`src/rtl/vt_pkg.sv`:
```
package vt_pkg;

    // Classification of a line inside its field
    typedef enum logic [1:0] {
        SEG_BROAD   = 2'd0,
        SEG_BLANK   = 2'd1,
        SEG_PICTURE = 2'd2
    } vt_seg_e;

    // Decoded timing outputs for one sample
    typedef struct packed {
        logic hsync;
        logic active;
        logic csync;
        logic field_start;
    } vt_flags_t;

    // Position of a line inside its own field
    function automatic int fold_line(input int line, input int field1_lines,
                                     input int frame_lines);
        if (field1_lines < frame_lines && line >= field1_lines)
            return line - field1_lines;
        return line;
    endfunction

endpackage

```
`src/rtl/vt_hcounter.sv`:
```
module vt_hcounter #(
    parameter int LINE_CLKS = 640,
    parameter int H_W       = $clog2(LINE_CLKS)
) (
    input  logic           clk,
    input  logic           rst,
    output logic [H_W-1:0] h_pos,
    output logic           end_of_line
);
    localparam logic [H_W-1:0] H_LAST = H_W'(LINE_CLKS - 1);

    assign end_of_line = (h_pos == H_LAST);

    always_ff @(posedge clk) begin
        if (rst)
            h_pos <= '0;
        else if (end_of_line)
            h_pos <= '0;
        else
            h_pos <= h_pos + H_W'(1);
    end
endmodule

```
`src/rtl/vt_vcounter.sv`:
```
module vt_vcounter #(
    parameter int FRAME_LINES = 625,
    parameter int LINE_W      = $clog2(FRAME_LINES)
) (
    input  logic              clk,
    input  logic              rst,
    input  logic              advance,
    output logic [LINE_W-1:0] line
);
    localparam logic [LINE_W-1:0] L_LAST = LINE_W'(FRAME_LINES - 1);

    always_ff @(posedge clk) begin
        if (rst)
            line <= '0;
        else if (advance) begin
            if (line == L_LAST)
                line <= '0;
            else
                line <= line + LINE_W'(1);
        end
    end
endmodule

```
`src/rtl/vt_lineclass.sv`:
```
module vt_lineclass
    import vt_pkg::*;
#(
    parameter int FRAME_LINES  = 625,
    parameter int FIELD1_LINES = 313,
    parameter int BROAD_LINES  = 3,
    parameter int VIS_FIRST    = 22,
    parameter int VIS_LAST     = 309,
    parameter int LINE_W       = $clog2(FRAME_LINES)
) (
    input  logic [LINE_W-1:0] line,
    output vt_seg_e           seg
);
    int field_line;

    generate
        if (FIELD1_LINES < FRAME_LINES) begin : g_interlaced
            // two fields: fold the second one onto the first
            always_comb field_line = fold_line(int'(line), FIELD1_LINES, FRAME_LINES);
        end else begin : g_progressive
            always_comb field_line = int'(line);
        end
    endgenerate

    always_comb begin
        if (field_line < BROAD_LINES)
            seg = SEG_BROAD;
        else if (field_line >= VIS_FIRST && field_line <= VIS_LAST)
            seg = SEG_PICTURE;
        else
            seg = SEG_BLANK;
    end
endmodule

```
`src/rtl/vt_decode.sv`:
```
module vt_decode
    import vt_pkg::*;
#(
    parameter int LINE_CLKS  = 640,
    parameter int HSYNC_CLKS = 47,
    parameter int ACT_START  = 120,
    parameter int ACT_CLKS   = 520,
    parameter int H_W        = $clog2(LINE_CLKS),
    parameter int LINE_W     = 10
) (
    input  logic [H_W-1:0]    h_pos,
    input  logic [LINE_W-1:0] line,
    input  logic [LINE_W-1:0] start_line,
    input  vt_seg_e           seg,
    output vt_flags_t         flags
);
    localparam int ACT_END   = ACT_START + ACT_CLKS;
    localparam int BROAD_END = LINE_CLKS - HSYNC_CLKS;

    int hv;
    assign hv = int'(h_pos);

    always_comb begin
        flags.hsync       = (hv < HSYNC_CLKS);
        flags.active      = (seg == SEG_PICTURE) && (hv >= ACT_START) && (hv < ACT_END);
        flags.csync       = (seg == SEG_BROAD) ? (hv < BROAD_END) : flags.hsync;
        flags.field_start = (hv == 0) && (line == start_line);
    end
endmodule

```
`src/rtl/vt625_timing.sv`:
```
module vt625_timing
    import vt_pkg::*;
#(
    parameter int LINE_CLKS    = 640,
    parameter int HSYNC_CLKS   = 47,
    parameter int ACT_START    = 120,
    parameter int ACT_CLKS     = 520,
    parameter int FRAME_LINES  = 625,
    parameter int FIELD1_LINES = 313,
    parameter int BROAD_LINES  = 3,
    parameter int VIS_FIRST    = 22,
    parameter int VIS_LAST     = 309,
    parameter int LINE_W       = $clog2(FRAME_LINES)
) (
    input  logic              clk,
    input  logic              rst,
    input  logic [LINE_W-1:0] start_line,
    output logic              hsync,
    output logic              active,
    output logic              csync,
    output logic [LINE_W-1:0] line_num,
    output logic              field_start
);
    localparam int H_W = $clog2(LINE_CLKS);

    logic [H_W-1:0]    h_pos;
    logic              eol;
    logic [LINE_W-1:0] line;
    vt_seg_e           seg;
    vt_flags_t         flags;

    vt_hcounter #(.LINE_CLKS(LINE_CLKS), .H_W(H_W)) u_h (
        .clk(clk), .rst(rst), .h_pos(h_pos), .end_of_line(eol)
    );

    vt_vcounter #(.FRAME_LINES(FRAME_LINES), .LINE_W(LINE_W)) u_v (
        .clk(clk), .rst(rst), .advance(eol), .line(line)
    );

    vt_lineclass #(
        .FRAME_LINES(FRAME_LINES), .FIELD1_LINES(FIELD1_LINES),
        .BROAD_LINES(BROAD_LINES), .VIS_FIRST(VIS_FIRST),
        .VIS_LAST(VIS_LAST), .LINE_W(LINE_W)
    ) u_cls (
        .line(line), .seg(seg)
    );

    vt_decode #(
        .LINE_CLKS(LINE_CLKS), .HSYNC_CLKS(HSYNC_CLKS), .ACT_START(ACT_START),
        .ACT_CLKS(ACT_CLKS), .H_W(H_W), .LINE_W(LINE_W)
    ) u_dec (
        .h_pos(h_pos), .line(line), .start_line(start_line), .seg(seg), .flags(flags)
    );

    assign hsync       = flags.hsync;
    assign active      = flags.active;
    assign csync       = flags.csync;
    assign field_start = flags.field_start;
    assign line_num    = line;
endmodule

```
`config.mk`:
```
export PLATFORM = sky130hd
export DESIGN_NAME = vt625_timing
export DESIGN_NICKNAME = d
export VERILOG_FILES = /design/src/rtl/vt_pkg.sv /design/src/rtl/vt_hcounter.sv /design/src/rtl/vt_vcounter.sv /design/src/rtl/vt_lineclass.sv /design/src/rtl/vt_decode.sv /design/src/rtl/vt625_timing.sv
export SDC_FILE = /design/constraint.sdc
export NUM_CORES = 1
export LEC_CHECK = 0
export BUFFER_PORTS_ARGS = -buffer_cell sky130_fd_sc_hd__buf_2
export CORE_AREA = 5 5 97 54
export CTS_CLUSTER_DIAMETER = 30
export CTS_CLUSTER_SIZE = 20
export DETAILED_ROUTE_END_ITERATION = 12
export DIE_AREA = 0 0 102 59
export GPL_ROUTABILITY_DRIVEN = 0
export GPL_TIMING_DRIVEN = 1
export PLACE_DENSITY = 0.64
export SLEW_MARGIN = 20
export SYNTH_ARGS = -nofsm -noshare
export SYNTH_HDL_FRONTEND = slang
export SYNTH_SLANG_ARGS = --single-unit
```
`constraint.sdc`:
```
create_clock -name clk -period 2.8 [get_ports clk]
set_input_delay 0.28 -clock clk [delete_from_list [all_inputs] [get_ports clk]]
set_output_delay 0.28 -clock clk [all_outputs]
set_load 0.02 [all_outputs]
```
**Word level (Yosys, flattened, before mapping)**

Cells that the tools add are included.

- Add/sub/neg operators: 3
- Multiplexer cells: 7
- $lt $le $gt $ge: 8
- Eq/ne operators: 4
- Reduce and logical (&&, ||, !) cells: 7

Operators with widths:

| cell | count |
|---|---|
| 2-to-1 mux 32 bit | 2 |
| >= comparator 32 x 6 -> 1 bit (second input constant) | 1 |
| less-or-equal comparator 32 x 10 -> 1 bit (second input constant) | 1 |
| logical NOT 32 bit | 1 |
| less-than comparator 32 x 3 -> 1 bit (second input constant) | 1 |
| adder 10 x 1 -> 10 bit (second input constant) | 2 |
| equality test 10 bit (second input constant) | 2 |
| less-than comparator 10 bit (second input constant) | 2 |
| subtractor 10 x 9 -> 11 bit (second input constant) | 1 |
| equality test 10 bit | 1 |
| >= comparator 10 x 7 -> 1 bit (second input constant) | 1 |
| >= comparator 10 x 9 -> 1 bit (second input constant) | 1 |
| less-than comparator 10 x 6 -> 1 bit (second input constant) | 1 |
| 2-to-1 mux 10 bit | 1 |
| logical AND 1 bit | 4 |
| 2-to-1 mux 2 bit | 2 |
| equality test 2 bit (second input constant) | 1 |
| logical NOT 2 bit | 1 |
| 2-to-1 mux 1 bit | 2 |
| OR reduction 2 bit | 1 |

- Bits of input ports: 12
- Logic and storage cells: 31
- Flip-flop bits (word level): 20
- Output and inout port bits: 14

**Depth between registers and ports, before layout**

- Depth after elaboration: 10
- Depth in mapped cells: 9
- Depth with buffers taken out: 8

**Hierarchy**

A second synthesis with hierarchy kept.

- Cells, all modules: 220
- Area total of the unflattened synthesis: 1766.7 um^2

By module, submodules not included:

| module | cells an instance | times used | seq. area each (um^2) | area each (um^2) |
|---|---|---|---|---|
| vt_lineclass | 89 | 1 | 0.0 | 571.8 |
| vt_vcounter | 53 | 1 | 200.2 | 500.5 |
| vt_hcounter | 48 | 1 | 200.2 | 456.7 |
| vt_decode | 30 | 1 | 0.0 | 237.7 |

**Worst setup path after synthesis**

OpenSTA, ideal clock, no wires.

- Kind: register to output
- Start point: register u_v.line[1]
- End point: output port active
- Data required time: 2.520 ns
- Buffers on the path: 1
- Cell stages (with the launch flop): 10
- Arrival: 2.944 ns
- Slack: -0.424 ns
- Path through: dfxtp_1 buf_2 inv_1 ha_1 or4_4 a311o_1 and3_1 xor2_1 a21bo_1 a311oi_1

- Longest elaborated chain between the ends: 10
- Elaborated cells between the ends (all ways): 14
- Classes of those cells: add/sub: 1; order compare: 4; eq/ne: 1; mux: 5; reduce/logical: 3

Ends and longest elaborated chain:

| what | RTL line | RTL |
|---|---|---|
| start, declared | vt_vcounter.sv:8 | `output logic [LINE_W-1:0] line` |
| start signal, assigned | vt_vcounter.sv:19 | `line <= line + LINE_W'(1);` |
| subtractor 10 x 9 -> 11 bit or >= comparator 10 x 9 -> 1 bit (tied branches) | vt_pkg.sv:22, vt_pkg.sv:21 |  |
| 2-to-1 mux 32 bit or 2-to-1 mux 1 bit (tied branches) | vt_pkg.sv:21 | `if (field1_lines < frame_lines && line >= field1_lines)` |
| 2-to-1 mux 32 bit * | vt_pkg.sv:23 | `return line;` |
| >= comparator 32 x 6 -> 1 bit or less-or-equal comparator 32 x 10 -> 1 bit (tied branches) | vt_lineclass.sv:28 | `else if (field_line >= VIS_FIRST && field_line <= VIS_LAST)` |
| logical AND 1 bit | vt_lineclass.sv:28 |  |
| 2-to-1 mux 2 bit | vt_lineclass.sv:28 |  |
| 2-to-1 mux 2 bit * | vt_lineclass.sv:26 | `if (field_line < BROAD_LINES)` |
| equality test 2 bit * | vt_decode.sv:25 | `flags.active = (seg == SEG_PICTURE) && (hv >= ACT_START) && (hv < ACT_END);` |
| logical AND 1 bit * (2 in a row) | vt_decode.sv:25 |  |
| end, declared | vt625_timing.sv:19 | `output logic active,` |

Mark *: on every way between the ends. The rest lies on a longest branch, timed or not.

**Final worst setup path**

- Start point: register u_v.line[1]
- End point: output port csync

- Longest elaborated chain between the ends: 9
- Elaborated cells between the ends (all ways): 13
- Classes of those cells: add/sub: 1; order compare: 4; mux: 6; reduce/logical: 2

Ends and longest elaborated chain:

| what | RTL line | RTL |
|---|---|---|
| subtractor 10 x 9 -> 11 bit or >= comparator 10 x 9 -> 1 bit (tied branches) | vt_pkg.sv:22, vt_pkg.sv:21 |  |
| 2-to-1 mux 32 bit or 2-to-1 mux 1 bit (tied branches) | vt_pkg.sv:21 |  |
| 2-to-1 mux 32 bit * | vt_pkg.sv:23 |  |
| >= comparator 32 x 6 -> 1 bit or less-or-equal comparator 32 x 10 -> 1 bit (tied branches) | vt_lineclass.sv:28 |  |
| logical AND 1 bit | vt_lineclass.sv:28 |  |
| 2-to-1 mux 2 bit | vt_lineclass.sv:28 |  |
| 2-to-1 mux 2 bit * | vt_lineclass.sv:26 |  |
| logical NOT 2 bit * | vt_decode.sv:26 | `flags.csync = (seg == SEG_BROAD) ? (hv < BROAD_END) : flags.hsync;` |
| 2-to-1 mux 1 bit * | vt_decode.sv:26 |  |
| end, declared | vt625_timing.sv:20 | `output logic csync,` |

Marked as above.

==> results.toml <==
[layout]
drive_above_1_share_pct = 24.8
nets = 270
multi_input_area_sq_mm = 0.00116
syn_to_final_growth_pct = 25.3
seq_area_sq_um = 405
fillers = 421
final_cells = 307
final_cell_area_sq_mm = 0.00203
diodes = 0

[logic_synthesis]
yosysTopAreaCell = "dfxtp_1"
synth.most_common_cell = "nor2_1"
syn_avg_cell_area_sq_um = 7.47
synth_edf_count = 0
synthArstFlopShare_pct = 0
syn-instance-count = 217
synth_largest_type_area_fraction_pct = 24.7
synth-main-ff-cell = "dfxtp_1"
yosysWarnings = 0
ys_ff_latch = 20
yosys-top-cells-area = "dfxtp_1 (25%), xnor2_1 (9.7%), nor2_1 (6.3%)"
yosysSeqAreaShare_pct = 24.7
synth_area_sq_mm = 0.00162
yosys-top-cells-count = "nor2_1 (27), dfxtp_1 (20), xnor2_1 (18), clkbuf_1 (14)"
syn-num-nets = 236
synth_cell_types = 46

[outcome]
violations = "setup timing"
status = "finished with violations"

[critical_path]
rrSetupSlack_ps = 590
worstSetupPathType = "reg -> out"
cp_num_buf_inv = 2
crit_family = "simple AND/OR/NAND/NOR gates"
startpoint_type = "register"
path_cells = "inv_4 > ha_4 > or4_4 > a311o_1 > or3_1 > o311a_1 > o31ai_2 > mux2_4 > buf_6"
path_max_fanout = 3
worst_setup_path_end_kind = "output pin"
cp_slowest_cell = "or4_4"
worst_path_largest_cell_delay_ps = 460
required_ps = 2520
critPathArrivalTime_ps = 2780

[detailed_routing]
drt_wl_total_microns = 4760
dr.first_iter.drc_count = 150
dr.pass1.iters = 5
viasPerCell = 5.55
final_antenna_net_count = 0
wl_per_cell_microns = 15.5
vias = 1704
post-route-drc-count = 0

[timing]
setup_viol = 2
rsz0062_at_grt = "true"
fin_crit_sh_pct = 109
hold_violations = 0
fin_tns_setup_ps = -443
fin_crit_ps = 3060
worstMarginPinSlew_ps = 585
finalMaxSlewViolations = 0
slew_headroom_pct = 60.9
finalWorstSetupSlack_ps = -259
skew_ps = 3.45
fmax_ghz = 0.327
whs_ps = 305

[clock_network]
cts_tree = "built"
cts_htree_levels = 1
cts_buffer_depth = 2
cts-root-buf = "clkbuf_8"
cts.sinks = 20
clkTransAtPathRegs_ps = 80
numCtsBuffers = 3
worstSkewPairLatency_ps = 260
cts-hold-fix-buffers = 0

[run]
max-cap-violations = 0

[place]
io_buffer_count = 25
dp.cells = 301
dpl_cell_area_sq_mm = 0.00191
hpwl_microns = 3570

[die]
dieWidth_microns = 102
rows = 17
initial_utilization_pct = 38.3
fp.dieH_microns = 59
io_pins = 26
coreArea_sq_mm = 0.00423
dieArea_sq_mm = 0.00602

[global_routing]
grt_pass1_vias = 1536
grt_max_degree = 20
grt_usage_pct = 16.5
overflow = 0
antenna_found_initial = 0
grt_first_pass_wirelength_microns = 7760

[pwr]
seqPwrFrac_pct = 47.1
switching_power_mw = 0.122
power_frac_comb_pct = 5.9
switching_share_pct = 19.8
p_leak_nw = 0.823
p_int_mw = 0.496
ir_worst_vdd_v = 0.000211
total_power_mw = 0.618
powerDensity_mw_per_mm2 = 304
p_clk_share_pct = 47.0

[hold_path]
holdCritPathClass = "in -> reg"
-- registers in the layout (all words and copies together) (netlist names) --
signal and count:
u_h.h_pos 10, u_v.line 10
-- per-stage QoR --
step / worst slack (ps) / util (%)
after floorplan: 5.77 / -
after global placement: 63.1 / 45.0
after detailed placement: 15.5 / 45.0
after CTS: -244 / 47.9
after global routing: -325 / 48.0
final: -259 / 48.0
-- per-layer routing --
layer	global-route usage, %	part of all wire, %	vias up
met3	5.52	10	6
met4	3.36	0.57	0
met5	0	0	-
met2	22.3	40	79
li1	-	-	849
met1	24.9	50	770
-- final timing paths --
kind                startpoint           end  cells past startpoint
hold / removal             rst  u_h.h_pos[6]                      2
setup reg to reg  u_h.h_pos[1]   u_v.line[8]                      7
setup / recovery   u_v.line[1]         csync                      9
hold reg to reg   u_h.h_pos[0]  u_h.h_pos[0]                      1
-- cells by family after synthesis --
logic type               count (synthesis)  synth area share, %
AO/OA/AOI/OAI                           47                 19.5
XOR/XNOR                                25                 13.5
adder cells (fa/ha/maj)                  7                 5.40
buffers and inverters                   25                 6.33
flip-flops                              20                 24.7
multiplexers                             3                 1.93
AND/OR/NAND/NOR                         90                 28.6
-- repair_timing --
action / in CTS / in global routing
gates resized for setup: 6 / 2
gates cloned: 0 / 0
setup buffers: 2 / 0
setup endpoints to repair: 2 / 2
pin swaps: 1 / 1
-- cell type report --
class | instances | area share, %
Inverter | 8 | 1.60
Timing Repair Buffer | 46 | 14.3
Clock inverter | 1 | 1.48
Sequential cell | 20 | 20.0
Clock buffer | 3 | 2.03
Tap cell | 57 | 3.51
Multi-Input combinational cell | 172 | 57.1
-- cell usage in the layout (no fill, tap or decap), types with 2 or more instances in the layout --
| cell | count |
|---|---|
| or2_1 | 3 |
| clkbuf_8 | 3 |
| o22ai_1 | 3 |
| nor2_1 | 27 |
| a21oi_1 | 9 |
| o211ai_1 | 2 |
| nor3_1 | 4 |
| o31ai_1 | 2 |
| a31oi_1 | 5 |
| xor2_1 | 7 |
| dfxtp_1 | 18 |
| nand4_1 | 7 |
| or3_1 | 7 |
| nand2b_1 | 3 |
| buf_2 | 23 |
| xnor2_1 | 18 |
| buf_4 | 22 |
| mux2i_1 | 2 |
| o21ai_0 | 11 |
| ha_1 | 5 |
| nor4_1 | 6 |
| nand2_1 | 11 |
| nor2b_1 | 2 |
| inv_1 | 7 |
| o21ai_1 | 2 |
| o311a_1 | 2 |
| and3_1 | 4 |
| nand3_1 | 10 |
-- power by group through the flow --
stage	clock [mW]	sequential [mW]	combinational [mW]
final	0.290	0.291	0.0367
after global routing	0.309	0.292	0.0421
after global placement	0	0.297	0.0359
after floorplan	0	0.296	0.0216
after detailed placement	0	0.298	0.0364
after CTS	0.298	0.291	0.0367
No activity file was read; power rests on OpenSTA's default activity.
